<file path="src/rtl/slc_pkg.sv">
package slc_pkg;
  typedef enum logic [1:0] {
    STA_FIRST  = 2'd0,
    STA_SECOND = 2'd1,
    STA_THIRD  = 2'd2,
    STA_FOURTH = 2'd3
  } station_e;
endpackage

</file>
<file path="src/rtl/slc_cfg_regs.sv">
module slc_cfg_regs #(
  parameter int ETA_W  = 6,
  parameter int LIM_W  = 12,
  parameter int N_THR  = 3,
  parameter int N_IDX  = 8,
  parameter int ADDR_W = 5
) (
  input  logic                           clk,
  input  logic                           rst_n,
  input  logic                           we,
  input  logic [ADDR_W-1:0]              addr,
  input  logic [LIM_W-1:0]               wdata,
  output logic [ETA_W-1:0]               eta_lo,
  output logic [ETA_W-1:0]               eta_hi,
  output logic [ETA_W-1:0]               eta_tol,
  output logic [N_THR*N_IDX*LIM_W-1:0]   lim_flat
);
  localparam int N_LIM = N_THR * N_IDX;
  localparam int A_LO  = N_LIM;
  localparam int A_HI  = N_LIM + 1;
  localparam int A_TOL = N_LIM + 2;

  for (genvar i = 0; i < N_LIM; i++) begin : g_lim
    logic [LIM_W-1:0] lim_q, lim_d;
    logic             hit;
    assign hit = we && (addr == ADDR_W'(i));
    always_comb lim_d = hit ? wdata : lim_q;
    always_ff @(posedge clk or negedge rst_n) begin
      if (!rst_n) lim_q <= '0;
      else        lim_q <= lim_d;
    end
    assign lim_flat[i*LIM_W +: LIM_W] = lim_q;
  end

  logic [ETA_W-1:0] lo_d, hi_d, tol_d;
  always_comb begin
    lo_d  = (we && addr == ADDR_W'(A_LO))  ? wdata[ETA_W-1:0] : eta_lo;
    hi_d  = (we && addr == ADDR_W'(A_HI))  ? wdata[ETA_W-1:0] : eta_hi;
    tol_d = (we && addr == ADDR_W'(A_TOL)) ? wdata[ETA_W-1:0] : eta_tol;
  end

  always_ff @(posedge clk or negedge rst_n) begin
    if (!rst_n) begin
      eta_lo  <= '0;
      eta_hi  <= '1;
      eta_tol <= '1;
    end else begin
      eta_lo  <= lo_d;
      eta_hi  <= hi_d;
      eta_tol <= tol_d;
    end
  end
endmodule

</file>
<file path="src/rtl/slc_geo_tests.sv">
module slc_geo_tests
  import slc_pkg::*;
#(
  parameter int ETA_W = 6,
  parameter int PHI_W = 12
) (
  input  logic             a_vld,
  input  logic [1:0]       a_sta,
  input  logic [ETA_W-1:0] a_eta,
  input  logic [PHI_W-1:0] a_phi,
  input  logic             a_bend,
  input  logic             a_straight,
  input  logic             b_vld,
  input  logic [1:0]       b_sta,
  input  logic [ETA_W-1:0] b_eta,
  input  logic [PHI_W-1:0] b_phi,
  input  logic             b_bend,
  input  logic             b_straight,
  input  logic [ETA_W-1:0] eta_lo,
  input  logic [ETA_W-1:0] eta_hi,
  input  logic [ETA_W-1:0] eta_tol,
  output logic             ok_geo,
  output logic [PHI_W-1:0] dphi_abs
);
  logic [PHI_W:0]   dphi;
  logic             d_neg, d_zero;
  logic [ETA_W-1:0] deta;
  logic             ok_vld, ok_sta, ok_win, ok_eta, ok_bend, ok_str;
  station_e         sa, sb;

  always_comb begin
    sa       = station_e'(a_sta);
    sb       = station_e'(b_sta);
    dphi     = {1'b0, b_phi} - {1'b0, a_phi};
    d_neg    = dphi[PHI_W];
    d_zero   = (dphi == '0);
    dphi_abs = d_neg ? PHI_W'(-dphi) : dphi[PHI_W-1:0];
    deta     = (a_eta >= b_eta) ? (a_eta - b_eta) : (b_eta - a_eta);

    ok_vld  = a_vld && b_vld;
    ok_sta  = (sa != sb) &&
              !((sa == STA_FIRST  && sb == STA_FOURTH) ||
                (sa == STA_FOURTH && sb == STA_FIRST));
    ok_win  = (a_eta >= eta_lo) && (a_eta <= eta_hi) &&
              (b_eta >= eta_lo) && (b_eta <= eta_hi);
    ok_eta  = (deta <= eta_tol);
    ok_bend = d_zero ||
              ((a_straight || (a_bend == !d_neg)) &&
               (b_straight || (b_bend == !d_neg)));
    ok_str  = !(a_straight && b_straight);
    ok_geo  = ok_vld && ok_sta && ok_win && ok_eta && ok_bend && ok_str;
  end
endmodule

</file>
<file path="src/rtl/slc_pt_grade.sv">
module slc_pt_grade #(
  parameter int LIM_W = 12,
  parameter int N_THR = 3,
  parameter int IDX_W = 3,
  parameter int GR_W  = 2
) (
  input  logic [LIM_W-1:0]                    dphi_abs,
  input  logic [IDX_W-1:0]                    idx,
  input  logic [N_THR*(1<<IDX_W)*LIM_W-1:0]   lim_flat,
  output logic                                ok_base,
  output logic [GR_W-1:0]                     grade
);
  localparam int N_IDX = 1 << IDX_W;

  logic [N_THR-1:0] pass;

  for (genvar t = 0; t < N_THR; t++) begin : g_thr
    logic [LIM_W-1:0] row [N_IDX];
    for (genvar i = 0; i < N_IDX; i++) begin : g_ent
      assign row[i] = lim_flat[(t*N_IDX + i)*LIM_W +: LIM_W];
    end
    assign pass[t] = (dphi_abs <= row[idx]);
  end

  always_comb begin
    ok_base = pass[0];
    grade   = '0;
    for (int t = 0; t < N_THR; t++) begin
      if (pass[t]) grade = GR_W'(t + 1);
    end
  end
endmodule

</file>
<file path="src/rtl/seg_link_check.sv">
module seg_link_check #(
  parameter int ETA_W = 6,
  parameter int PHI_W = 12,
  parameter int Q_W   = 2,
  parameter int N_THR = 3,
  parameter int IDX_W = 3,
  localparam int N_IDX  = 1 << IDX_W,
  localparam int ADDR_W = $clog2(N_THR*N_IDX + 3),
  localparam int GR_W   = $clog2(N_THR + 1),
  localparam int LQ_W   = GR_W + Q_W
) (
  input  logic              clk,
  input  logic              rst_n,
  input  logic              cfg_we,
  input  logic [ADDR_W-1:0] cfg_addr,
  input  logic [PHI_W-1:0]  cfg_wdata,
  input  logic              a_vld,
  input  logic [1:0]        a_sta,
  input  logic [ETA_W-1:0]  a_eta,
  input  logic [PHI_W-1:0]  a_phi,
  input  logic              a_bend,
  input  logic              a_straight,
  input  logic [Q_W-1:0]    a_qual,
  input  logic              b_vld,
  input  logic [1:0]        b_sta,
  input  logic [ETA_W-1:0]  b_eta,
  input  logic [PHI_W-1:0]  b_phi,
  input  logic              b_bend,
  input  logic              b_straight,
  input  logic [Q_W-1:0]    b_qual,
  output logic              link_vld,
  output logic [LQ_W-1:0]   link_q
);
  logic [ETA_W-1:0]              eta_lo, eta_hi, eta_tol;
  logic [N_THR*N_IDX*PHI_W-1:0]  lim_flat;
  logic                          ok_geo, ok_base;
  logic [PHI_W-1:0]              dphi_abs;
  logic [GR_W-1:0]               grade;
  logic [Q_W-1:0]                q_min;
  logic                          vld_d;
  logic [LQ_W-1:0]               q_d;

  slc_cfg_regs #(
    .ETA_W(ETA_W), .LIM_W(PHI_W), .N_THR(N_THR), .N_IDX(N_IDX), .ADDR_W(ADDR_W)
  ) u_cfg (
    .clk(clk), .rst_n(rst_n), .we(cfg_we), .addr(cfg_addr), .wdata(cfg_wdata),
    .eta_lo(eta_lo), .eta_hi(eta_hi), .eta_tol(eta_tol), .lim_flat(lim_flat)
  );

  slc_geo_tests #(.ETA_W(ETA_W), .PHI_W(PHI_W)) u_geo (
    .a_vld(a_vld), .a_sta(a_sta), .a_eta(a_eta), .a_phi(a_phi),
    .a_bend(a_bend), .a_straight(a_straight),
    .b_vld(b_vld), .b_sta(b_sta), .b_eta(b_eta), .b_phi(b_phi),
    .b_bend(b_bend), .b_straight(b_straight),
    .eta_lo(eta_lo), .eta_hi(eta_hi), .eta_tol(eta_tol),
    .ok_geo(ok_geo), .dphi_abs(dphi_abs)
  );

  slc_pt_grade #(
    .LIM_W(PHI_W), .N_THR(N_THR), .IDX_W(IDX_W), .GR_W(GR_W)
  ) u_grade (
    .dphi_abs(dphi_abs), .idx(a_eta[ETA_W-1 -: IDX_W]), .lim_flat(lim_flat),
    .ok_base(ok_base), .grade(grade)
  );

  always_comb begin
    q_min = (a_qual < b_qual) ? a_qual : b_qual;
    vld_d = ok_geo && ok_base;
    q_d   = vld_d ? {grade, q_min} : '0;
  end

  always_ff @(posedge clk or negedge rst_n) begin
    if (!rst_n) begin
      link_vld <= 1'b0;
      link_q   <= '0;
    end else begin
      link_vld <= vld_d;
      link_q   <= q_d;
    end
  end
endmodule

</file>
<file path="config.mk">
export PLATFORM = sky130hd
export DESIGN_NAME = seg_link_check
export DESIGN_NICKNAME = d
export VERILOG_FILES = /design/src/rtl/slc_pkg.sv /design/src/rtl/slc_cfg_regs.sv /design/src/rtl/slc_geo_tests.sv /design/src/rtl/slc_pt_grade.sv /design/src/rtl/seg_link_check.sv
export SDC_FILE = /design/constraint.sdc
export NUM_CORES = 1
export LEC_CHECK = 0
export BUFFER_PORTS_ARGS = -buffer_cell sky130_fd_sc_hd__buf_2
export CAP_MARGIN = 10
export CORE_ASPECT_RATIO = 0.9
export CORE_MARGIN = 4
export CORE_UTILIZATION = 60
export CTS_BUF_LIST = sky130_fd_sc_hd__clkbuf_8
export DETAILED_ROUTE_END_ITERATION = 8
export GPL_TIMING_DRIVEN = 0
export PLACE_DENSITY = 0.78
export SETUP_SLACK_MARGIN = 0.15
export SLEW_MARGIN = 20
export SYNTH_ARGS = -nofsm -noshare
export SYNTH_HDL_FRONTEND = slang
export SYNTH_SLANG_ARGS = --single-unit
</file>
<file path="constraint.sdc">
create_clock -name clk -period 3.53 [get_ports clk]
set_clock_uncertainty 0.2 [all_clocks]
set_input_delay 0 -clock clk [delete_from_list [all_inputs] [get_ports clk]]
set_output_delay 0 -clock clk [all_outputs]
set_load 0.05 [all_outputs]
</file>
### Word level (Yosys, flattened, before mapping)

Index checks and enable logic that the tools add are counted.

| storage, ports and cells | value |
|---|---|
| register bits after elaboration | 311 |
| latch bits | 0 |
| RAM bits | 0 |
| bits in read-only memories | 0 |
| input port bits | 70 |
| output and inout bits | 5 |
| logic and storage cells | 145 |
| memories kept | 0 |

| cells by class | value |
|---|---|
| add/sub/neg operators | 4 |
| multipliers | 0 |
| div/mod/pow operators | 0 |
| order comparisons | 11 |
| equal/unequal tests | 31 |
| shifts and indexed selects | 0 |
| mux-type cells | 16 |
| bitwise gates (word level) | 1 |
| reductions and logical operators | 53 |

Operators with widths:

| kind | count |
|---|---|
| $bmux 12 s3 | 3 |
| $mux 12 | 7 |
| $eq 5x5->1 const B | 11 |
| $logic_and 1x1->1 | 42 |
| $eq 5x4->1 const B | 8 |
| $le 12x12->1 | 3 |
| $eq 5x3->1 const B | 4 |
| $ge 6x6->1 | 3 |
| $le 6x6->1 | 3 |
| $logic_not 13->1 | 1 |
| $sub 12x12->13 | 1 |
| $neg 12->12 | 1 |
| $sub 6x6->6 | 2 |
| $eq 5x2->1 const B | 2 |
| $mux 2 | 3 |
| $mux 6 | 1 |
| $eq 5x1->1 const B | 1 |
| $logic_not 5->1 | 1 |
| $eq 2x2->1 const B | 2 |
| $ge 4x4->1 const B | 1 |
| $logic_not 2->1 | 2 |
| $logic_or 1x1->1 | 4 |
| $mux 4 | 1 |
| $not 3->4 | 1 |
| other kinds (5) | 8 |

### Longest topological paths before layout

Gate-level depths: netlist of run 1.

| logic depth | value |
|---|---|
| word-level depth | 12 |
| gate-level depth with buffers | 18 |
| depth with buffers taken out | 18 |

### Hierarchy

Synthesis of run 1 repeated with hierarchy kept, for this count alone.

| unflattened totals | value |
|---|---|
| cells, all modules | 1234 |
| area, all modules | 16931.2 um2 |

By module, submodules not included:

| module | times used | cells an instance | area an instance (um2) | seq. area each (um2) |
|---|---|---|---|---|
| slc_cfg_regs | 1 | 702 | 11574.9 | 7672.4 |
| slc_pt_grade | 1 | 220 | 2850.2 | 0.0 |
| slc_geo_tests | 1 | 298 | 2306.0 | 0.0 |
| seg_link_check | 1 | 14 | 200.2 | 125.1 |

### Worst setup path after synthesis of run 1

No wires, ideal clock.

| timing path | value |
|---|---|
| path type | input to register |
| from | in b_phi[0] |
| to | reg link_q[1] |
| setup time | 0.088 ns |
| data arrival time | 3.850 ns |
| required time | 3.242 ns |
| slack | -0.608 ns |
| stages | 18 |
| buffers on the path | 0 |
| cell sequence | inv_1 > ha_1 > fa_1 > nand2b_1 > a21o_1 > a311oi_1 > o21a_1 > nor4bb_1 > nor2_1 > xnor2_1 > ha_1 > a21o_1 > a21o_1 > a21oi_1 > o211ai_1 > a221o_1 > a2111o_1 > nor3b_1 |

| on the way | value |
|---|---|
| word-level cells in the longest chain between the ends | 10 |
| elaborated cells on any way between the ends | 16 |
| classes of those cells | 2 x add/sub; 1 x order compare; 2 x eq/ne; 2 x mux; 9 x reduce/logical |

Ends and longest elaborated chain:

| what | line | RTL |
|---|---|---|
| start, declared | seg_link_check.sv:27 | `input logic [PHI_W-1:0] b_phi,` |
| $sub 12x12->13 * | slc_geo_tests.sv:34 | `dphi = {1'b0, b_phi} - {1'b0, a_phi};` |
| parallel branches: the longest is 7 deep, another holds $neg 12->12 | - |  |
| $logic_and 1x1->1 * | seg_link_check.sv:68 | `vld_d = ok_geo && ok_base;` |
| $mux 4 * | seg_link_check.sv:69 | `q_d = vld_d ? {grade, q_min} : '0;` |
| via q_d[1] | seg_link_check.sv:41 | `logic [LQ_W-1:0] q_d;` |
| end signal, assigned | seg_link_check.sv:78 | `link_q <= q_d;` |
| end, declared | seg_link_check.sv:32 | `output logic [LQ_W-1:0] link_q` |

Mark *: on every way through the listed nets, which the timed path passes.
A chain may end at the register's enable or synchronous reset.

### Final worst setup path of run 1

| timing path | value |
|---|---|
| from | in a_phi[1] |
| to | reg link_q[2] |

| on the way | value |
|---|---|
| word-level cells in the longest chain between the ends | 10 |
| elaborated cells on any way between the ends | 21 |
| classes of those cells | 2 x add/sub; 3 x order compare; 2 x eq/ne; 5 x mux; 9 x reduce/logical |

Ends and longest elaborated chain:

| what | line | RTL |
|---|---|---|
| start, declared | seg_link_check.sv:20 | `input logic [PHI_W-1:0] a_phi,` |
| $sub 12x12->13 * | slc_geo_tests.sv:34 |  |
| parallel branches: the longest is 8 deep, another holds $neg 12->12 | - |  |
| $mux 4 * | seg_link_check.sv:69 |  |
| via q_d[2] | seg_link_check.sv:41 |  |

Marks and branches as above.

==> flow_metrics.env, run 1 <==
export IMPL_die_area_sq_um=30800
export IMPL_fp_row_count=57
export IMPL_maxCapViolCount=0
export IMPL_final_area_sq_um=19500
export IMPL_postSynthCellCount=1272
export IMPL_synth_largest_area_cell="dfrtp_1"
export IMPL_grt_pass1_vias=11800
export IMPL_antenna_left=0
export IMPL_wire_per_inst_microns=23.1
export IMPL_rr_startpoint="u_cfg.g_lim[3].lim_q[9]"
export IMPL_status="finished, violations left"
export IMPL_powerDensity_nw_per_um2=536
export IMPL_rsz0062_at_grt="true"
export IMPL_drive_above_1_share_pct=40.1
export IMPL_slew_headroom_pct=31.1
export IMPL_cts_tree="yes"
export IMPL_crit_type="in2reg"
export IMPL_worstPathRequired_ps=3820
export IMPL_crit_path_start_kind="input port"
export IMPL_holdWs_ps=50.9
export IMPL_critPathMaxFanout=5
export IMPL_avgSynthCellArea_sq_um=13.2
export IMPL_hold_violations=0
export IMPL_arrival_ps=4250
export IMPL_violations="setup timing"
export IMPL_start_util_pct=61.6
export IMPL_synthFlopType="dfrtp_1"
export IMPL_drc=0
export IMPL_vias_per_cell=6.18
export IMPL_htreeDepth=2
export IMPL_rr_endpoint="link_q[2]"
export IMPL_synth_common_cells="dfrtp_1, mux2_2, ha_1"
export IMPL_postRouteWirelength_microns=42600
export IMPL_overflow=0
export IMPL_clock_path_buffers=3
export IMPL_detailroute_via_count=11400
export IMPL_slew_violations=0
export IMPL_syn_to_final_growth_pct=15.9
export IMPL_cts_buffers=51
export IMPL_root_buffer="clkbuf_8"
export IMPL_synth_seq_cells=311
export IMPL_place_congestion=0.892
export IMPL_coreArea_sq_um=27300
export IMPL_clock_latency_ps=580
export IMPL_yosysMostFrequentCell="dfrtp_1"
export IMPL_synthArstFlopShare_pct=100
export IMPL_period_minus_slack_ps=3960
export IMPL_setup_viol=5
export IMPL_hp_start="a_vld"
export IMPL_antenna_cells=0
export IMPL_placed_area_sq_um=17800
export IMPL_dr_pass1_iters=5
export IMPL_port_buffers=67
export IMPL_antenna_found_initial=0
export IMPL_cts_sinks=311
export IMPL_clk_pin_slew_worst_paths_ps=60
export IMPL_ir_drop_uv=381
export IMPL_min_path_cells=7
export IMPL_placedCellCount=1696
export IMPL_dieHeight_microns=167
export IMPL_min_to="link_vld"
export IMPL_endpoint_kind="flip-flop"
export IMPL_syn_nets=1437
export IMPL_synth_edf_count=0
export IMPL_rrSetupSlack_ps=40
export IMPL_dpl_worst_slack_ps=-1480
export IMPL_io_pins=75
export IMPL_worstMarginPinSlew_ps=1030
export IMPL_dp_hpwl_microns=29600
export IMPL_fin_cells=1843
export IMPL_yosys_warnings=0
export IMPL_max_freq_ghz=0.252
export IMPL_grt_pass1_wl_microns=66000
export IMPL_utilization_pct=71.4
export IMPL_grt_max_degree=105
export IMPL_initialDrtViolationCount=690
export IMPL_rr_worst_depth=10
export IMPL_synth_cell_type_count=60
export IMPL_cellLeakagePower_uw=0.00910
export IMPL_ys_seq_area_share_pct=46.3
export IMPL_nNetsFinal=1616
export IMPL_synthesis_area_sq_um=16800
export IMPL_yosysTopAreaCellShare_pct=44.5
export IMPL_min_path_type="in2reg"
export IMPL_ys_top_cells_by_area="dfrtp_1, mux2_2, mux4_2"
export IMPL_setup_slack_ps=-431
export IMPL_dieWidth_microns=185
export IMPL_period_share_pct=112
export IMPL_grtUsageTotal_pct=27.7
## layout make-up
cell class / instances / area [sq um]
clock buffers: 64 / 881
multi-input cells: 828 / 8770
well taps: 354 / 443
inverters: 50 / 195
flip-flops and latches: 311 / 7800
fillers: 1859 / 7810
repair buffers: 127 / 977
clock inverters: 27 / 115
plain buffers: 82 / 329
## per-layer routing
metal,track usage [%],up-vias,part of all wire (%)
met5,0,-,0
met4,8.16,0,2.9
met3,6.63,92,6.8
met2,44.0,378,48
met1,38.3,5854,43
li1,-,5069,-
## cells by family after synthesis
family	Yosys count	share of synthesized area, %
mux	406	31.7
buf+inv	133	2.99
xor+xnor	19	0.989
simple gates	168	5.18
compound gates	140	5.60
fa+ha+maj	95	7.20
flops	311	46.3
## critical path, stage by stage
cell and delay (ps):
buf_2 110, inv_1 50, ha_1 310, nor2b_4 150, o21a_1 200, o31a_1 280, a211o_1 300, or3_4 370
nor2b_1 170, xnor2_2 300, ha_1 320, buf_4 140, nand4_1 110, a211o_1 110, o211ai_1 220, a221o_1 420
a2111o_1 420, a211oi_2 250
## cell usage in the layout (no fill, tap or decap), drive strengths merged, types with 3 or more instances in the layout
cell type    instances
a2111oi              5
a211o                5
a211oi               7
a21o                23
a21oi               33
a311oi               3
and2                 3
and4                 3
buf                108
clkbuf             131
clkinv               3
dfrtp              299
dfstp               12
dlygate4sd3         34
fa                   3
ha                  92
inv                 74
mux2               295
mux2i               39
mux4                72
nand2               46
nand2b              14
nand3                4
nand4               15
nor2                38
nor2b               15
nor3                 9
nor3b                3
nor4bb               3
o211ai               6
o21ai               33
o22ai                4
o31a                 3
or2                  3
or3                  3
xnor2               12
xor2                 7
## sequential cells by signal, summed over array words and instances, names as in the netlist
name	count
u_cfg.eta_lo	6
u_cfg.eta_tol	6
link_q	4
u_cfg.eta_hi	6
link_vld	1
u_cfg.g_lim.lim_q	288
## worst max-delay path by stage
stage	slack [ps]	from	endpoint
floorplan	-290	b_phi[0]	link_q[2]
global placement	-3500	rst_n	u_cfg.g_lim[11].lim_q[8]
detailed placement	-1480	b_phi[0]	link_q[2]
CTS	-340	b_phi[0]	link_q[2]
global route	-590	a_phi[1]	link_q[3]
finish	-430	a_phi[1]	link_q[2]
## per-stage QoR
stage	TNS [ps]	power, uW
2_1_floorplan	-1170	6450
3_3_place_gp	-1065450	7080
3_5_place_dp	-6960	7260
4_1_cts	-1580	10400
5_1_grt	-2710	11000
6_report	-1900	10500
## report_power, final
| group | leakage, uW | internal (uW) | switching (uW) |
|---|---|---|---|
| clock | 0.000598 | 1630 | 1400 |
| combinational | 0.00456 | 1490 | 1330 |
| sequential | 0.00395 | 4280 | 341 |
| total | 0.00910 | 7390 | 3070 |
## what timing repair did
action | CTS | global route
setup buffers | 11 | 11
resized for setup | 32 | 15
setup endpoints to repair | 5 | 5
hold endpoints to repair | 500 | 0
hold buffers | 35 | 0
pin swaps | 23 | 16
No activity file was read; power rests on OpenSTA's default activity.
==> run 2, diff against run 1 <==
--- a/config.mk
+++ b/config.mk
@@ -5,6 +5,7 @@
 export SDC_FILE = /design/constraint.sdc
 export NUM_CORES = 1
 export LEC_CHECK = 0
+export ABC_AREA = 1
 export BUFFER_PORTS_ARGS = -buffer_cell sky130_fd_sc_hd__buf_2
 export CAP_MARGIN = 10
 export CORE_ASPECT_RATIO = 0.9
==> flow_metrics.env, run 2 <==
export IMPL_synth_mux_area_share_pct=0
export IMPL_initialDrtViolationCount=2048
export IMPL_clock_latency_ps=590
export IMPL_final_area_sq_um=18900
export IMPL_min_path_type="in2reg"
export IMPL_endpoint_kind="flip-flop"
export IMPL_nNetsFinal=2391
export IMPL_crit_path_frequent_cell="nand2_1"
export IMPL_antenna_left=0
export IMPL_intPower_uw=6810
export IMPL_yosysTopAreaCellShare_pct=45.5
export IMPL_root_buffer="clkbuf_8"
export IMPL_overflow=0
export IMPL_start_util_pct=60.9
export IMPL_setup_viol=0
export IMPL_min_to="link_vld"
export IMPL_cp_slowest_cell="ha_1"
export IMPL_synth_compound_area_share_pct=20.6
export IMPL_grt_pass1_vias=15200
export IMPL_final_cell_mix="o21ai_0, nand2_1, dfrtp_1"
export IMPL_die_area_sq_um=30100
export IMPL_synth_common_cells="o21ai_0, nand2_1, dfrtp_1"
export IMPL_fp_row_count=57
export IMPL_largest_reg_flops=288
export IMPL_status="complete, no violations"
export IMPL_crit_path_start_kind="input port"
export IMPL_wire_per_inst_microns=21.0
export IMPL_synth_largest_area_cell="dfrtp_1"
export IMPL_worstMarginPinSlew_ps=1140
export IMPL_port_buffers=73
export IMPL_rr_endpoint="link_q[3]"
export IMPL_rr_worst_depth=14
export IMPL_powerDensity_nw_per_um2=535
export IMPL_synth_cell_type_count=39
export IMPL_synthFlopType="dfrtp_1"
export IMPL_arrival_ps=3420
export IMPL_drc=0
export IMPL_cts_sinks=311
export IMPL_worstPathRequired_ps=3830
export IMPL_coreArea_sq_um=27000
export IMPL_placed_area_sq_um=17300
export IMPL_maxCapViolCount=0
export IMPL_critPathMaxFanout=19
export IMPL_antenna_found_initial=1
export IMPL_synthArstFlopShare_pct=100
export IMPL_grt_pass1_wl_microns=84700
export IMPL_ys_top_cells_by_area="dfrtp_1, o21ai_0, nand2_1"
export IMPL_postSynthCellCount=2054
export IMPL_switching_share_pct=32.6
export IMPL_htreeDepth=2
export IMPL_max_freq_ghz=0.321
export IMPL_power_frac_seq_pct=45.5
export IMPL_regMostFlops="u_cfg.g_lim.lim_q"
export IMPL_slowest_delay_ps=380
export IMPL_fillers=2212
export IMPL_dp_hpwl_microns=38800
export IMPL_seq_area_sq_um=7800
export IMPL_slew_violations=0
export IMPL_power_frac_comb_pct=23.2
export IMPL_avgSynthCellArea_sq_um=8.00
export IMPL_synth_edf_count=0
export IMPL_holdWs_ps=65.4
export IMPL_dieWidth_microns=182
export IMPL_place_congestion=1.03
export IMPL_syn_to_final_growth_pct=14.9
export IMPL_synth_xor_area_share_pct=0.800
export IMPL_dr_pass1_iters=6
export IMPL_min_path_cells=7
export IMPL_rrSetupSlack_ps=790
export IMPL_multiInputGateArea_sq_um=7690
export IMPL_yosys_area_share_simple_pct=17.7
export IMPL_rsz0062_at_grt="false"
export IMPL_cts_buffers=51
export IMPL_synth_seq_cells=311
export IMPL_final_setup_tns_ps=0
export IMPL_yosysMostFrequentCell="o21ai_0"
export IMPL_final_common_cell="o21ai_0"
export IMPL_dieHeight_microns=165
export IMPL_clock_path_buffers=3
export IMPL_synth_top_family_by_area="compound AO/OA/AOI/OAI gates"
export IMPL_grtUsageTotal_pct=36.5
export IMPL_period_minus_slack_ps=3120
export IMPL_postRouteWirelength_microns=55000
export IMPL_cts_tree="yes"
export IMPL_switching_power_uw=3290
export IMPL_detailroute_via_count=16100
export IMPL_syn_nets=2219
export IMPL_rr_startpoint="u_cfg.g_lim[2].lim_q[7]"
export IMPL_cellLeakagePower_uw=0.00911
export IMPL_crit_type="in2reg"
export IMPL_critPathLaunch="a_eta[3]"
export IMPL_grt_max_degree=103
export IMPL_synthesis_area_sq_um=16400
export IMPL_drive_above_1_share_pct=8.97
export IMPL_hold_violations=0
export IMPL_clk_pin_slew_worst_paths_ps=60
export IMPL_io_pins=75
export IMPL_synthAdderAreaFrac_pct=7.37
export IMPL_clockPowerShare_pct=31.2
export IMPL_hp_start="a_eta[4]"
export IMPL_yosys_warnings=0
export IMPL_ir_drop_uv=317
export IMPL_period_share_pct=88.4
export IMPL_ys_seq_area_share_pct=47.5
export IMPL_slew_headroom_pct=23.9
export IMPL_vias_per_cell=6.13
run 2: cell families (layout without fill, tap and decap cells):
| group | count (synthesis) | count (layout) |
|---|---|---|
| buffers and inverters | 264 | 473 |
| DFF | 311 | 311 |
| xor gates and xnor gates | 15 | 15 |
| and+or+nand+nor | 740 | 740 |
| AOI/OAI and AO/OA | 629 | 629 |
| adders and majority gates | 95 | 95 |
| other | 0 | 2 |
run 2: worst max path at each step:
stage | endpoint | cells after the start
after floorplan | link_q[3] | 26
after global placement | u_cfg.g_lim[17].lim_q[3] | 1
after detailed placement | link_q[3] | 27
after CTS | link_q[3] | 26
after global routing | link_q[1] | 26
final | link_q[3] | 26
run 2: metrics by stage:
stage / utilization [%] / std cells / worst slack [ps] / power (uW)
floorplan: - / 2054 / 279 / 6050
global placement: 63.9 / 2481 / -3490 / 6720
detailed placement: 64.3 / 2484 / -1220 / 6850
CTS: 69.7 / 2613 / 152 / 10000
global route: 70.0 / 2617 / 165 / 10700
finish: 70.1 / 2619 / 411 / 10100
run 2: layer usage:
metal | GRT usage [%] | vias up | part of all wire, %
met4 | 19.2 | 0 | 6.1
met5 | 0 | - | 0
met3 | 10.3 | 208 | 13
met2 | 53.8 | 1062 | 42
li1 | - | 7243 | -
met1 | 49.5 | 7551 | 39
run 2: area by class of cell:
type / instances / area share, %
Antenna cell: 2 / 0.0265
Buffer: 130 / 2.78
Clock buffer: 67 / 4.88
Clock inverter: 23 / 0.583
Inverter: 133 / 2.66
Multi-Input combinational cell: 1479 / 40.7
Sequential cell: 311 / 41.3
Tap cell: 354 / 2.35
Timing Repair Buffer: 120 / 4.74
run 2: timing repair:
action,4_1_cts,5_1_grt
setup buffers,1,4
setup endpoints to repair,5,5
gates resized for setup,5,20
hold buffers,39,0
pin swaps,1,2
hold endpoints to repair,467,0
run 2: critical path, delay by kind of cell:
family | cells | cell delay (ps)
buf+inv | 6 | 840
compound gates | 4 | 450
fa+ha+maj | 2 | 660
simple gates | 13 | 1280
xor+xnor | 1 | 140
run 2: power by group through the flow:
| stage | registers, uW | clock network, uW | logic (uW) |
|---|---|---|---|
| final | 4600 | 3150 | 2340 |
| after floorplan | 4530 | 0 | 1520 |
| after CTS | 4580 | 3170 | 2270 |
| after global routing | 4660 | 3330 | 2670 |
| after detailed placement | 4630 | 0 | 2220 |
| after global placement | 4620 | 0 | 2100 |
==> run 3, diff against run 2 <==
--- a/config.mk
+++ b/config.mk
@@ -15,6 +15,7 @@
 export DETAILED_ROUTE_END_ITERATION = 8
 export GPL_TIMING_DRIVEN = 0
 export PLACE_DENSITY = 0.78
+export RECOVER_POWER = 100
 export SETUP_SLACK_MARGIN = 0.15
 export SLEW_MARGIN = 20
 export SYNTH_ARGS = -nofsm -noshare
==> flow_metrics.env, run 3 (synthesis gave the netlist of run 2 again) <==
export IMPL_slowest_delay_ps=640
export IMPL_regMostFlops="u_cfg.g_lim.lim_q"
export IMPL_cp_slowest_cell="clkbuf_1"
export IMPL_nNetsFinal=2391
export IMPL_powerDensity_nw_per_um2=537
export IMPL_postRouteWirelength_microns=55100
export IMPL_coreArea_sq_um=27000
export IMPL_worstMarginPinSlew_ps=1880
export IMPL_start_util_pct=60.9
export IMPL_cts_sinks=311
export IMPL_crit_path_start_kind="input port"
export IMPL_period_minus_slack_ps=3160
export IMPL_overflow=0
export IMPL_hold_violations=0
export IMPL_cts_buffers=51
export IMPL_dieHeight_microns=165
export IMPL_largest_reg_flops=288
export IMPL_path_cells="buf_2 -> buf_6 -> buf_2 -> clkbuf_1 -> nor2_1 -> o22ai_1 -> o21ai_0 -> ha_4 -> nand4_1 -> nor2_2 -> nand3_1 -> o22ai_2 -> nand3_1 -> nor2_4 -> nand2_1 -> nor2_1"
export IMPL_crit_type="in2reg"
export IMPL_drc=0
export IMPL_clock_path_buffers=3
export IMPL_port_buffers=73
export IMPL_ir_drop_uv=317
export IMPL_status="finished, violations left"
export IMPL_grtUsageTotal_pct=36.5
export IMPL_antenna_found_initial=1
export IMPL_dp_hpwl_microns=38800
export IMPL_min_path_type="in2reg"
export IMPL_crit_cells=16
export IMPL_grt_max_degree=103
export IMPL_drive_above_1_share_pct=8.31
export IMPL_critPathMaxFanout=10
export IMPL_syn_to_final_growth_pct=14.2
export IMPL_cellLeakagePower_uw=0.00903
export IMPL_slew_violations=84
export IMPL_final_common_cell="o21ai_0"
export IMPL_detailroute_via_count=16100
export IMPL_endpoint_kind="flip-flop"
export IMPL_slew_headroom_pct=-25.5
export IMPL_vias_per_cell=6.13
export IMPL_die_area_sq_um=30100
export IMPL_violations="capacitance limit, slew limit"
export IMPL_initialDrtViolationCount=2062
export IMPL_path_buf_inv=4
export IMPL_fp_row_count=57
export IMPL_final_cell_mix="o21ai_0, nand2_1, dfrtp_1"
export IMPL_rr_worst_depth=12
export IMPL_setup_viol=0
export IMPL_grt_pass1_wl_microns=84700
export IMPL_antenna_left=0
export IMPL_wire_per_inst_microns=21.0
export IMPL_cts_tree="yes"
export IMPL_max_freq_ghz=0.316
export IMPL_worstPathRequired_ps=3830
export IMPL_dieWidth_microns=182
export IMPL_io_pins=75
export IMPL_grt_pass1_vias=15200
export IMPL_arrival_ps=3460
export IMPL_final_setup_tns_ps=0
export IMPL_dr_pass1_iters=6
export IMPL_utilization_pct=69.6
export IMPL_rsz0062_at_grt="false"
export IMPL_htreeDepth=2
export IMPL_period_share_pct=89.6
export IMPL_clk_pin_slew_worst_paths_ps=60
export IMPL_maxCapViolCount=1
export IMPL_clock_latency_ps=590
export IMPL_root_buffer="clkbuf_8"
export IMPL_place_congestion=1.03
export IMPL_min_path_cells=4
export IMPL_cp_top_family="buffers and inverters"
-- run 3: cell types whose count changed in the layout (fill, tap and decap cells not counted), sizes merged --
| cell | before | now |
|---|---|---|
| buf | 93 | 79 |
| clkbuf | 186 | 200 |
| diode | 2 | 3 |
-- run 3: power breakdown --
| part | switching [uW] | internal [uW] |
|---|---|---|
| Combinational | 1470 | 862 |
| Sequential | 361 | 4240 |
| Clock | 1460 | 1690 |
-- run 3: tightest hold or removal path, cell delays in order --
cell,delay [ps]
buf_2,80
o22ai_1,70
dlygate4sd3_1,570
nor2_1,100
-- run 3: layout make-up --
class | instances | area, sq um
diodes | 3 | 7.51
plain buffers | 130 | 522
clock buffers | 67 | 922
clock inverters | 23 | 110
fillers | 2229 | 8190
inverters | 133 | 502
multi-input cells | 1479 | 7670
flip-flops and latches | 311 | 7800
well taps | 354 | 443
repair buffers | 120 | 796
-- run 3: timing repair --
| action | 4_1_cts | 5_1_grt |
|---|---|---|
| endpoints found under the setup margin | 5 | 5 |
| hold buffers | 39 | 0 |
| resized for setup | 5 | 20 |
| pin swaps | 1 | 2 |
| hold endpoints to repair | 467 | 0 |
| buffers inserted | 1 | 4 |
-- run 3: per-layer routing --
| layer | share of wire [%] | wire [microns] | GRT usage [%] |
|---|---|---|---|
| met2 | 42 | 22900 | 53.8 |
| met5 | 0 | 0 | 0 |
| met4 | 6.2 | 3440 | 19.2 |
| met3 | 14 | 7610 | 10.3 |
| met1 | 38 | 21100 | 49.5 |
-- run 3: final timing paths --
kind                       slack [ps]                  endpoint                startpoint
hold reg to reg                   280  u_cfg.g_lim[17].lim_q[8]  u_cfg.g_lim[17].lim_q[8]
setup / recovery                  370                 link_q[3]                  a_eta[3]
hold / removal                     90                 link_q[0]                 a_qual[0]
setup reg to reg                  730                 link_q[3]  u_cfg.g_lim[2].lim_q[11]
max in group asynchronous         790  u_cfg.g_lim[20].lim_q[5]                     rst_n
min in group asynchronous         950   u_cfg.g_lim[6].lim_q[4]                     rst_n
-- run 3: metrics by stage --
stage / area [sq um] / instances / total power (uW) / worst slack [ps] / hold slack [ps]
5_1_grt: 18800 / 2617 / 10600 / 115 / 105
6_report: 18800 / 2620 / 10100 / 366 / 87.0
3_3_place_gp: 17200 / 2481 / 6720 / -3490 / 75.5
2_1_floorplan: 16400 / 2054 / 6050 / 279 / -496
4_1_cts: 18800 / 2613 / 10000 / 152 / 26.5
3_5_place_dp: 17300 / 2484 / 6850 / -1220 / -317
